==> src/rtl/rst_seq_pkg.sv <==
package rst_seq_pkg;

  typedef enum logic [2:0] {
    SQ_IDLE    = 3'd0,
    SQ_HALT1   = 3'd1,
    SQ_ASSERT  = 3'd2,
    SQ_SOAK    = 3'd3,
    SQ_HALT2   = 3'd4,
    SQ_RELEASE = 3'd5
  } seq_state_e;

  typedef struct packed {
    logic clk_en;
    logic drst;
    logic busy;
  } seq_outs_t;

  function automatic seq_outs_t decode_outs(seq_state_e st);
    seq_outs_t o;
    o.busy = (st != SQ_IDLE);
    case (st)
      SQ_IDLE:    begin o.clk_en = 1'b1; o.drst = 1'b0; end
      SQ_HALT1:   begin o.clk_en = 1'b0; o.drst = 1'b0; end
      SQ_ASSERT:  begin o.clk_en = 1'b0; o.drst = 1'b1; end
      SQ_SOAK:    begin o.clk_en = 1'b1; o.drst = 1'b1; end
      SQ_HALT2:   begin o.clk_en = 1'b0; o.drst = 1'b1; end
      SQ_RELEASE: begin o.clk_en = 1'b0; o.drst = 1'b0; end
      default:    begin o.clk_en = 1'b1; o.drst = 1'b0; end
    endcase
    return o;
  endfunction

endpackage

==> src/rtl/seq_wait_counter.sv <==
module seq_wait_counter #(
  parameter int CW    = 3,
  parameter int LIMIT = 4
) (
  input  logic          clk_i,
  input  logic          rst_i,
  input  logic          load_i,
  input  logic [CW-1:0] load_val_i,
  output logic          zero_o
);

  logic [CW-1:0] cnt_q;

  always_ff @(posedge clk_i) begin
    if (rst_i)              cnt_q <= '0;
    else if (load_i)        cnt_q <= load_val_i;
    else if (cnt_q != '0)   cnt_q <= cnt_q - 1'b1;
  end

  assign zero_o = (cnt_q == '0);

  // The shared counter never holds more than the largest wait minus one
  assert_cnt_bound_R7: assert property (@(posedge clk_i) disable iff (rst_i)
    int'(cnt_q) < LIMIT);

endmodule

==> src/rtl/seq_phase_fsm.sv <==
module seq_phase_fsm
  import rst_seq_pkg::*;
#(
  parameter int CW          = 3,
  parameter int STOP_CYC    = 2,
  parameter int ASSERT_CYC  = 4,
  parameter int ACTIVE_CYC  = 3,
  parameter int RELEASE_CYC = 5
) (
  input  logic          clk_i,
  input  logic          rst_i,
  input  logic          req_i,
  input  logic          cnt_zero_i,
  output seq_state_e    state_q_o,
  output seq_state_e    state_d_o,
  output logic          load_o,
  output logic [CW-1:0] load_val_o
);

  localparam logic [CW-1:0] LD_STOP    = CW'(STOP_CYC - 1);
  localparam logic [CW-1:0] LD_ASSERT  = CW'(ASSERT_CYC - 1);
  localparam logic [CW-1:0] LD_ACTIVE  = CW'(ACTIVE_CYC - 1);
  localparam logic [CW-1:0] LD_RELEASE = CW'(RELEASE_CYC - 1);

  seq_state_e state_q, state_d;

  always_comb begin
    state_d = state_q;
    case (state_q)
      SQ_IDLE:    if (req_i)      state_d = SQ_HALT1;
      SQ_HALT1:   if (cnt_zero_i) state_d = SQ_ASSERT;
      SQ_ASSERT:  if (cnt_zero_i) state_d = SQ_SOAK;
      SQ_SOAK:    if (cnt_zero_i) state_d = SQ_HALT2;
      SQ_HALT2:   if (cnt_zero_i) state_d = SQ_RELEASE;
      SQ_RELEASE: if (cnt_zero_i) state_d = SQ_IDLE;
      default:                    state_d = SQ_IDLE;
    endcase
  end

  always_comb begin
    case (state_d)
      SQ_HALT1:   load_val_o = LD_STOP;
      SQ_ASSERT:  load_val_o = LD_ASSERT;
      SQ_SOAK:    load_val_o = LD_ACTIVE;
      SQ_HALT2:   load_val_o = LD_STOP;
      SQ_RELEASE: load_val_o = LD_RELEASE;
      default:    load_val_o = '0;
    endcase
  end

  assign load_o = (state_d != state_q);

  always_ff @(posedge clk_i) begin
    if (rst_i) state_q <= SQ_IDLE;
    else       state_q <= state_d;
  end

  assign state_q_o = state_q;
  assign state_d_o = state_d;

  // A request in the middle of a sequence does not send the phase back to the start
  assert_req_ignored_R8: assert property (@(posedge clk_i) disable iff (rst_i)
    (state_q != SQ_IDLE && state_q != SQ_RELEASE && req_i) |=> state_q != SQ_HALT1 || $past(state_q) == SQ_HALT1);

  // A phase holds while its wait is still running
  assert_phase_hold_R9: assert property (@(posedge clk_i) disable iff (rst_i)
    (state_q != SQ_IDLE && !cnt_zero_i) |=> state_q == $past(state_q));

endmodule

==> src/rtl/seq_out_reg.sv <==
module seq_out_reg
  import rst_seq_pkg::*;
(
  input  logic       clk_i,
  input  logic       rst_i,
  input  seq_state_e state_d_i,
  output logic       clk_en_o,
  output logic       drst_o,
  output logic       busy_o
);

  seq_outs_t nxt;

  always_comb nxt = decode_outs(state_d_i);

  always_ff @(posedge clk_i) begin
    if (rst_i) begin
      clk_en_o <= 1'b1;
      drst_o   <= 1'b0;
      busy_o   <= 1'b0;
    end else begin
      clk_en_o <= nxt.clk_en;
      drst_o   <= nxt.drst;
      busy_o   <= nxt.busy;
    end
  end

  // The reset edge only moves while the clock is stopped on both sides of it
  assert_rst_edge_gated_R10: assert property (@(posedge clk_i) disable iff (rst_i)
    !$stable(drst_o) |-> (!clk_en_o && !$past(clk_en_o)));

  // The end of a sequence leaves the clock running and the reset low
  assert_done_clean_R7: assert property (@(posedge clk_i) disable iff (rst_i)
    $fell(busy_o) |-> (clk_en_o && !drst_o));

  // A sequence starts with the clock stopped and the reset low
  assert_start_gated_R2: assert property (@(posedge clk_i) disable iff (rst_i)
    $rose(busy_o) |-> (!clk_en_o && !drst_o));

endmodule

==> src/rtl/gated_reset_sequencer.sv <==
module gated_reset_sequencer
  import rst_seq_pkg::*;
#(
  parameter int STOP_CYC    = 2,
  parameter int ASSERT_CYC  = 4,
  parameter int ACTIVE_CYC  = 3,
  parameter int RELEASE_CYC = 5
) (
  input  logic clk_i,
  input  logic rst_i,
  input  logic req_i,
  output logic clk_en_o,
  output logic design_rst_o,
  output logic busy_o
);

  localparam int MAX_AB  = (STOP_CYC > ASSERT_CYC) ? STOP_CYC : ASSERT_CYC;
  localparam int MAX_CD  = (ACTIVE_CYC > RELEASE_CYC) ? ACTIVE_CYC : RELEASE_CYC;
  localparam int MAX_CNT = (MAX_AB > MAX_CD) ? MAX_AB : MAX_CD;
  localparam int CW      = (MAX_CNT > 1) ? $clog2(MAX_CNT) : 1;

  seq_state_e    state_q, state_d;
  logic          cnt_load, cnt_zero;
  logic [CW-1:0] cnt_load_val;

  seq_phase_fsm #(
    .CW(CW), .STOP_CYC(STOP_CYC), .ASSERT_CYC(ASSERT_CYC),
    .ACTIVE_CYC(ACTIVE_CYC), .RELEASE_CYC(RELEASE_CYC)
  ) u_fsm (
    .clk_i(clk_i), .rst_i(rst_i), .req_i(req_i), .cnt_zero_i(cnt_zero),
    .state_q_o(state_q), .state_d_o(state_d),
    .load_o(cnt_load), .load_val_o(cnt_load_val)
  );

  seq_wait_counter #(.CW(CW), .LIMIT(MAX_CNT)) u_cnt (
    .clk_i(clk_i), .rst_i(rst_i), .load_i(cnt_load),
    .load_val_i(cnt_load_val), .zero_o(cnt_zero)
  );

  seq_out_reg u_out (
    .clk_i(clk_i), .rst_i(rst_i), .state_d_i(state_d),
    .clk_en_o(clk_en_o), .drst_o(design_rst_o), .busy_o(busy_o)
  );

  // A request seen in idle starts the sequence with the clock gated
  assert_req_starts_R2: assert property (@(posedge clk_i) disable iff (rst_i)
    (!busy_o && req_i) |=> (busy_o && !clk_en_o && !design_rst_o));

  // Clocking the design while in reset only happens inside a sequence
  assert_soak_busy_R4: assert property (@(posedge clk_i) disable iff (rst_i)
    (clk_en_o && design_rst_o) |-> busy_o);

  // The busy flag tracks the phase register
  assert_busy_phase_R9: assert property (@(posedge clk_i) disable iff (rst_i)
    busy_o == (state_q != SQ_IDLE));

endmodule

==> config.mk <==
export PLATFORM = sky130hd
export DESIGN_NAME = gated_reset_sequencer
export DESIGN_NICKNAME = d
export VERILOG_FILES = /design/src/rtl/rst_seq_pkg.sv /design/src/rtl/seq_wait_counter.sv /design/src/rtl/seq_phase_fsm.sv /design/src/rtl/seq_out_reg.sv /design/src/rtl/gated_reset_sequencer.sv
export SDC_FILE = /design/constraint.sdc
export NUM_CORES = 1
export LEC_CHECK = 0
export ABC_AREA = 1
export BUFFER_PORTS_ARGS = -buffer_cell sky130_fd_sc_hd__clkbuf_2
export CAP_MARGIN = 20
export CORE_AREA = 4 4 41 43
export CTS_BUF_LIST = sky130_fd_sc_hd__clkbuf_8
export DETAILED_ROUTE_END_ITERATION = 10
export DIE_AREA = 0 0 45 47
export GPL_TIMING_DRIVEN = 0
export PLACE_DENSITY = 0.57
export SLEW_MARGIN = 40
export SYNTH_ARGS = -nofsm -noshare
export SYNTH_HDL_FRONTEND = slang
export SYNTH_SLANG_ARGS = --single-unit
==> constraint.sdc <==
create_clock -name clk_i -period 1.7 [get_ports clk_i]
set_clock_uncertainty 0.05 [all_clocks]
set_input_delay 0.34 -clock clk_i [delete_from_list [all_inputs] [get_ports clk_i]]
set_output_delay 0.34 -clock clk_i [all_outputs]
set_load 0.05 [all_outputs]
## Word level (Yosys, flattened, before mapping)

Cells that the tools add are included.

| word-level totals | value |
|---|---|
| logic and storage cells | 36 |
| flip-flop bits (word level) | 9 |
| input port bits | 3 |
| output and inout bits | 3 |

| operators by class | value |
|---|---|
| reductions and logical operators | 8 |
| multiplexer cells | 11 |
| add/sub/neg operators | 1 |
| eq/ne operators | 11 |

Operators with widths:

| cell | count |
|---|---|
| 3-bit two-way mux | 8 |
| 3-bit one-hot mux with 6 select lines | 1 |
| 3-bit by 2-bit == test with 1-bit output (second input constant) | 4 |
| 3-bit == test (second input constant) | 4 |
| 3-bit one-hot mux with 4 select lines | 1 |
| 3-bit by 1-bit == test with 1-bit output (second input constant) | 2 |
| 3-bit zero test | 2 |
| 2-bit one-hot mux with 3 select lines | 1 |
| 3-bit nonzero test | 2 |
| 2-bit OR reduction | 3 |
| 3-bit inequality test | 1 |
| 3-bit by 1-bit subtractor with 3-bit output (second input constant) | 1 |
| 2-bit nonzero test | 1 |

## Longest topological paths before layout

| logic depth | value |
|---|---|
| depth after elaboration | 7 |
| gate-level depth with buffers | 12 |

## Modules after synthesis

A second synthesis with hierarchy kept.

| second synthesis, totals | value |
|---|---|
| cell total of the unflattened synthesis | 92 |
| area, all modules | 590.6 µm² |

Modules (own cells, without submodules):

| module | area an instance (µm²) | cells each | instances |
|---|---|---|---|
| seq_phase_fsm | 271.5 | 47 | 1 |
| seq_wait_counter | 198.9 | 28 | 1 |
| seq_out_reg | 120.1 | 17 | 1 |

## Worst setup path after synthesis

No wires, ideal clock.

| path | value |
|---|---|
| path type | reg-to-reg |
| from | register u_cnt.cnt_q[0] |
| to | register u_cnt.cnt_q[0] |
| required time | 1.536 ns |
| period minus slack after synthesis | 1.496 ns |
| cell stages (with the launch flop) | 13 |
| setup slack | 0.204 ns |
| data arrival time | 1.332 ns |
| path through | dfxtp_1 inv_1 ha_1 ha_1 buf_6 nand3_1 nand2_1 nand2_2 nand2_2 nand2_2 nand2_1 nand2_1 a21oi_2 |

| between the ends | value |
|---|---|
| cells in the longest elaborated chain, start to end | 7 |

Ends and longest elaborated chain:

| what | RTL line | text |
|---|---|---|
| start: declaration | seq_wait_counter.sv:12 | `logic [CW-1:0] cnt_q;` |
| start signal: assignment | seq_wait_counter.sv:16 | `else if (load_i) cnt_q <= load_val_i;` |
| start signal: assignment | seq_wait_counter.sv:17 | `else if (cnt_q != '0) cnt_q <= cnt_q - 1'b1;` |
| 3-bit zero test | seq_wait_counter.sv:20 | `assign zero_o = (cnt_q == '0);` |
| 3-bit two-way mux, on equally long branches | -- |  |
| 3-bit one-hot mux with 6 select lines | seq_phase_fsm.sv:29 | `case (state_q)` |
| 3-bit by 1-bit == test with 1-bit output / 3-bit == test (equally long branches) | seq_phase_fsm.sv:41 | `case (state_d)` |
| 2-bit OR reduction (no source line) | -- |  |
| 3-bit one-hot mux with 4 select lines | seq_phase_fsm.sv:41 |  |
| 3-bit two-way mux | seq_wait_counter.sv:16 |  |

Several ways; a longest one is shown, not always the timed one. The select of a mux whose other input is x is not followed.
A chain may end at the register's enable or synchronous reset.

## Final worst setup path

Same ends and word-level chain as after synthesis.

==> results summary <==
The run finished with clean final reports. The clock passes through at most 2 buffers. The async set or reset register ratio after synthesis is 0%. The number of diodes added for antenna fixing is 0.

The initialized floorplan defines 13 standard-cell rows. The region available for standard cell placement spans 0.00130 mm^2. The top fanout value on the critical path came out at 10.

The sum of net half-perimeters after detailed placement is 690 um. The measured slew at the worst slew-check pin came out at 284 ps. The boundary pin count came out at 6. In this run the critical register-to-register path is captured at u_cnt.cnt_q[0].

The post-placement cell area came out at 538 um^2. The path with the worst hold slack has its endpoint at u_cnt.cnt_q[0]. The via count of the first global-routing pass is 387. The netlist uses 20 different library cells. For this run, the top clock speed supported by timing is 0.640 GHz. The total clock buffers created by CTS came out at 3.

The path class of the tightest hold or removal check is primary input to flip-flop. The final hold violation count is 0. The routed layout has 461 vias. The final worst setup slack is 138 ps. Data arrives at the worst endpoint at 1630 ps. In the final routed layout, each cell accounts on average for 10.2 um. The number of enable flip-flop cells after synthesis came out at 0. The initial utilization of the core area, before any placement, comes to 38.0%. dfxtp_1 takes more of the synthesized area than any other cell. Setup total negative slack on the finished layout was measured at 0 ps.

The max-slew violation total from the final report is 0. The number of detailed-route iterations in the first pass is 4. The minimum clock period came out at 1560 ps. Routability-driven placement finished with a final weighted congestion of 0.743. The clock sink count came out at 9.

The number of vias per cell after detailed routing came out at 4.96. The data required time at the worst endpoint is 1770 ps. The number of synthesis warnings is 0. The die covers 0.00212 mm^2. The insertion delay to the later sink of the worst-skew pair came out at 240 ps. The fraction of post-synthesis cell area in the top cell type by area is 36.5%. The sequential fraction of the synthesis area is 36.5%. After global routing the overflow that remains totals 0. The max capacitance violation total is 0.

The remaining number of nets flagged by the antenna check after routing came out at 0. The worst hold path passes through 2 cells. In this run the tightest slew margin relative to its limit is 81.2%. Entering global routing, the biggest net connects 11 pins. After synthesis, the cell types taking the most area are dfxtp_1 36%, nand2_2 10%, nand2_1 8.4%, inv_1 6.1%, nor2_1 5.3%. Before CTS, the worst setup slack after placement is 74.9 ps.

The final clock period utilization by the worst path is 91.9%. The origin of the critical flop-to-flop path is u_cnt.cnt_q[0]. The count of input and output buffers came out at 5. The area of the multi-input gates came out at 260 um^2. In the layout the commonest cells are 11 x nand2_1, 9 x inv_1, 8 x nand2_2, 8 x dfxtp_1, 7 x nor2_1.

The number of nets in the finished design is 84. The layout overhead on the synthesized area came out at 20.3%. The routed design has 946 um of wire. The overall die width came out at 45 um. Summing every instance area after synthesis gives 494 um^2. Counting cells, the worst reg-to-reg path comes to 12. The tree is rooted in a clkbuf_8. The die height is 47 um. The first global-routing pass estimated 1590 um of wire. The post-route netlist has 34.6% of its cells at a drive strength greater than 1. The number of antenna violations at the first check in global routing came out at 0. The leading register cell type out of synthesis is dfxtp_1. Dividing the synthesized area by the synthesized cell count gives 7.27 um^2. Once layout is done, the placed cells without fillers occupy 594 um^2. The most common cell after layout, fill and taps aside is nand2_1.

TritonCTS built the clock tree. Setup repair after global routing left no endpoint under its margin. By startpoint and endpoint, the worst setup path is classified as flip-flop to flip-flop. The total setup violations reported at the end of the flow came out at 0. The synthesized net count came out at 73. The fill cell total of the finished layout came out at 141. The overall routing resource usage is 11.1%. The worst setup slack for register-to-register paths came out at 140 ps. The startpoint identified for the worst hold timing path is rst_i. The number of synthesized register bits came out at 9.

The utilization after layout came out at 45.7%. The number of H-tree branching levels came out at 1. The sequential cell area is 181 um^2. The number of remaining DRC errors came out at 0.

In the synthesized netlist, the number of instances is 68. The first routing iteration left 8 violations. Clock-pin slew was measured on the worst setup and hold paths at 40 ps. STA classifies the critical path endpoint as a flip-flop. The startpoint type of the worst setup path is a flip-flop.
## routing by layer
metal,track usage [%],wire length [um],vias to the layer above
li1,-,-,242
met3,3.45,49,4
met1,13.2,423,201
met4,10.5,28,0
met5,0,0,-
met2,15.8,445,14
## final cells by class
| class | count | share of cell area (%) |
|---|---|---|
| Buffer | 1 | 1.89 |
| Clock buffer | 3 | 6.95 |
| Clock inverter | 1 | 0.632 |
| Inverter | 12 | 7.58 |
| Multi-Input combinational cell | 46 | 43.8 |
| Sequential cell | 9 | 30.5 |
| Tap cell | 15 | 3.16 |
| Timing Repair Buffer | 6 | 5.47 |
## critical path: stages (launching register included)
cell and delay [ps]:
dfxtp_2 320, inv_1 40, ha_1 190, ha_2 180, buf_6 140, nand3_1 80, nand2_1 70, nand2_2 80
nand2_2 60, nand2_2 70, nand2_1 40, nand2_1 60, a21oi_2 50
## how the worst max path moves through the flow
stage                   startpoint              to  slack (ps)
finish              u_cnt.cnt_q[0]  u_cnt.cnt_q[0]         140
global route        u_cnt.cnt_q[0]  u_cnt.cnt_q[0]          10
CTS                 u_cnt.cnt_q[0]  u_cnt.cnt_q[0]          50
detailed placement  u_cnt.cnt_q[0]  u_cnt.cnt_q[0]          70
global placement    u_cnt.cnt_q[0]  u_cnt.cnt_q[0]          90
floorplan           u_cnt.cnt_q[0]  u_cnt.cnt_q[0]         200
## per-stage QoR
stage               instances  hold WS, ps
global route               93          314
floorplan                  68          352
global placement           88          490
CTS                        92          313
detailed placement         88          485
finish                     93          314
## logic make-up (layout without fill, tap and decap cells)
family                   Yosys count  after routing  synth area share [%]
AO/OA/AOI/OAI                      9              9                  11.4
XOR/XNOR                           1              1                  1.77
flip-flops                         9              9                  36.5
buffers and inverters             13             23                  11.4
adder cells (fa/ha/maj)            2              2                  5.06
AND/OR/NAND/NOR                   34             34                  33.9
## flip-flops by register name (all words and copies together) (netlist names)
signal	cells
u_cnt.cnt_q	3
u_fsm.state_q_o	3
u_out.busy_o	1
u_out.clk_en_o	1
u_out.drst_o	1
## cell usage after synthesis (2+ instances only)
cell type,count
nand2_1,11
dfxtp_1,9
inv_1,8
nand2_2,8
nor2_1,7
inv_2,4
nand3_1,3
nand4_1,3
o21ai_0,3
ha_1,2
## repair_timing
item | 4_1_cts | 5_1_grt
resized for setup | 0 | 2
buffers inserted | 0 | 1
hold buffers | 0 | 0
endpoints found under the setup margin | 0 | 3
Power is left out: the tool's default activity adds up to more than one toggle a clock period on the data nets, which glitch-free logic cannot reach.
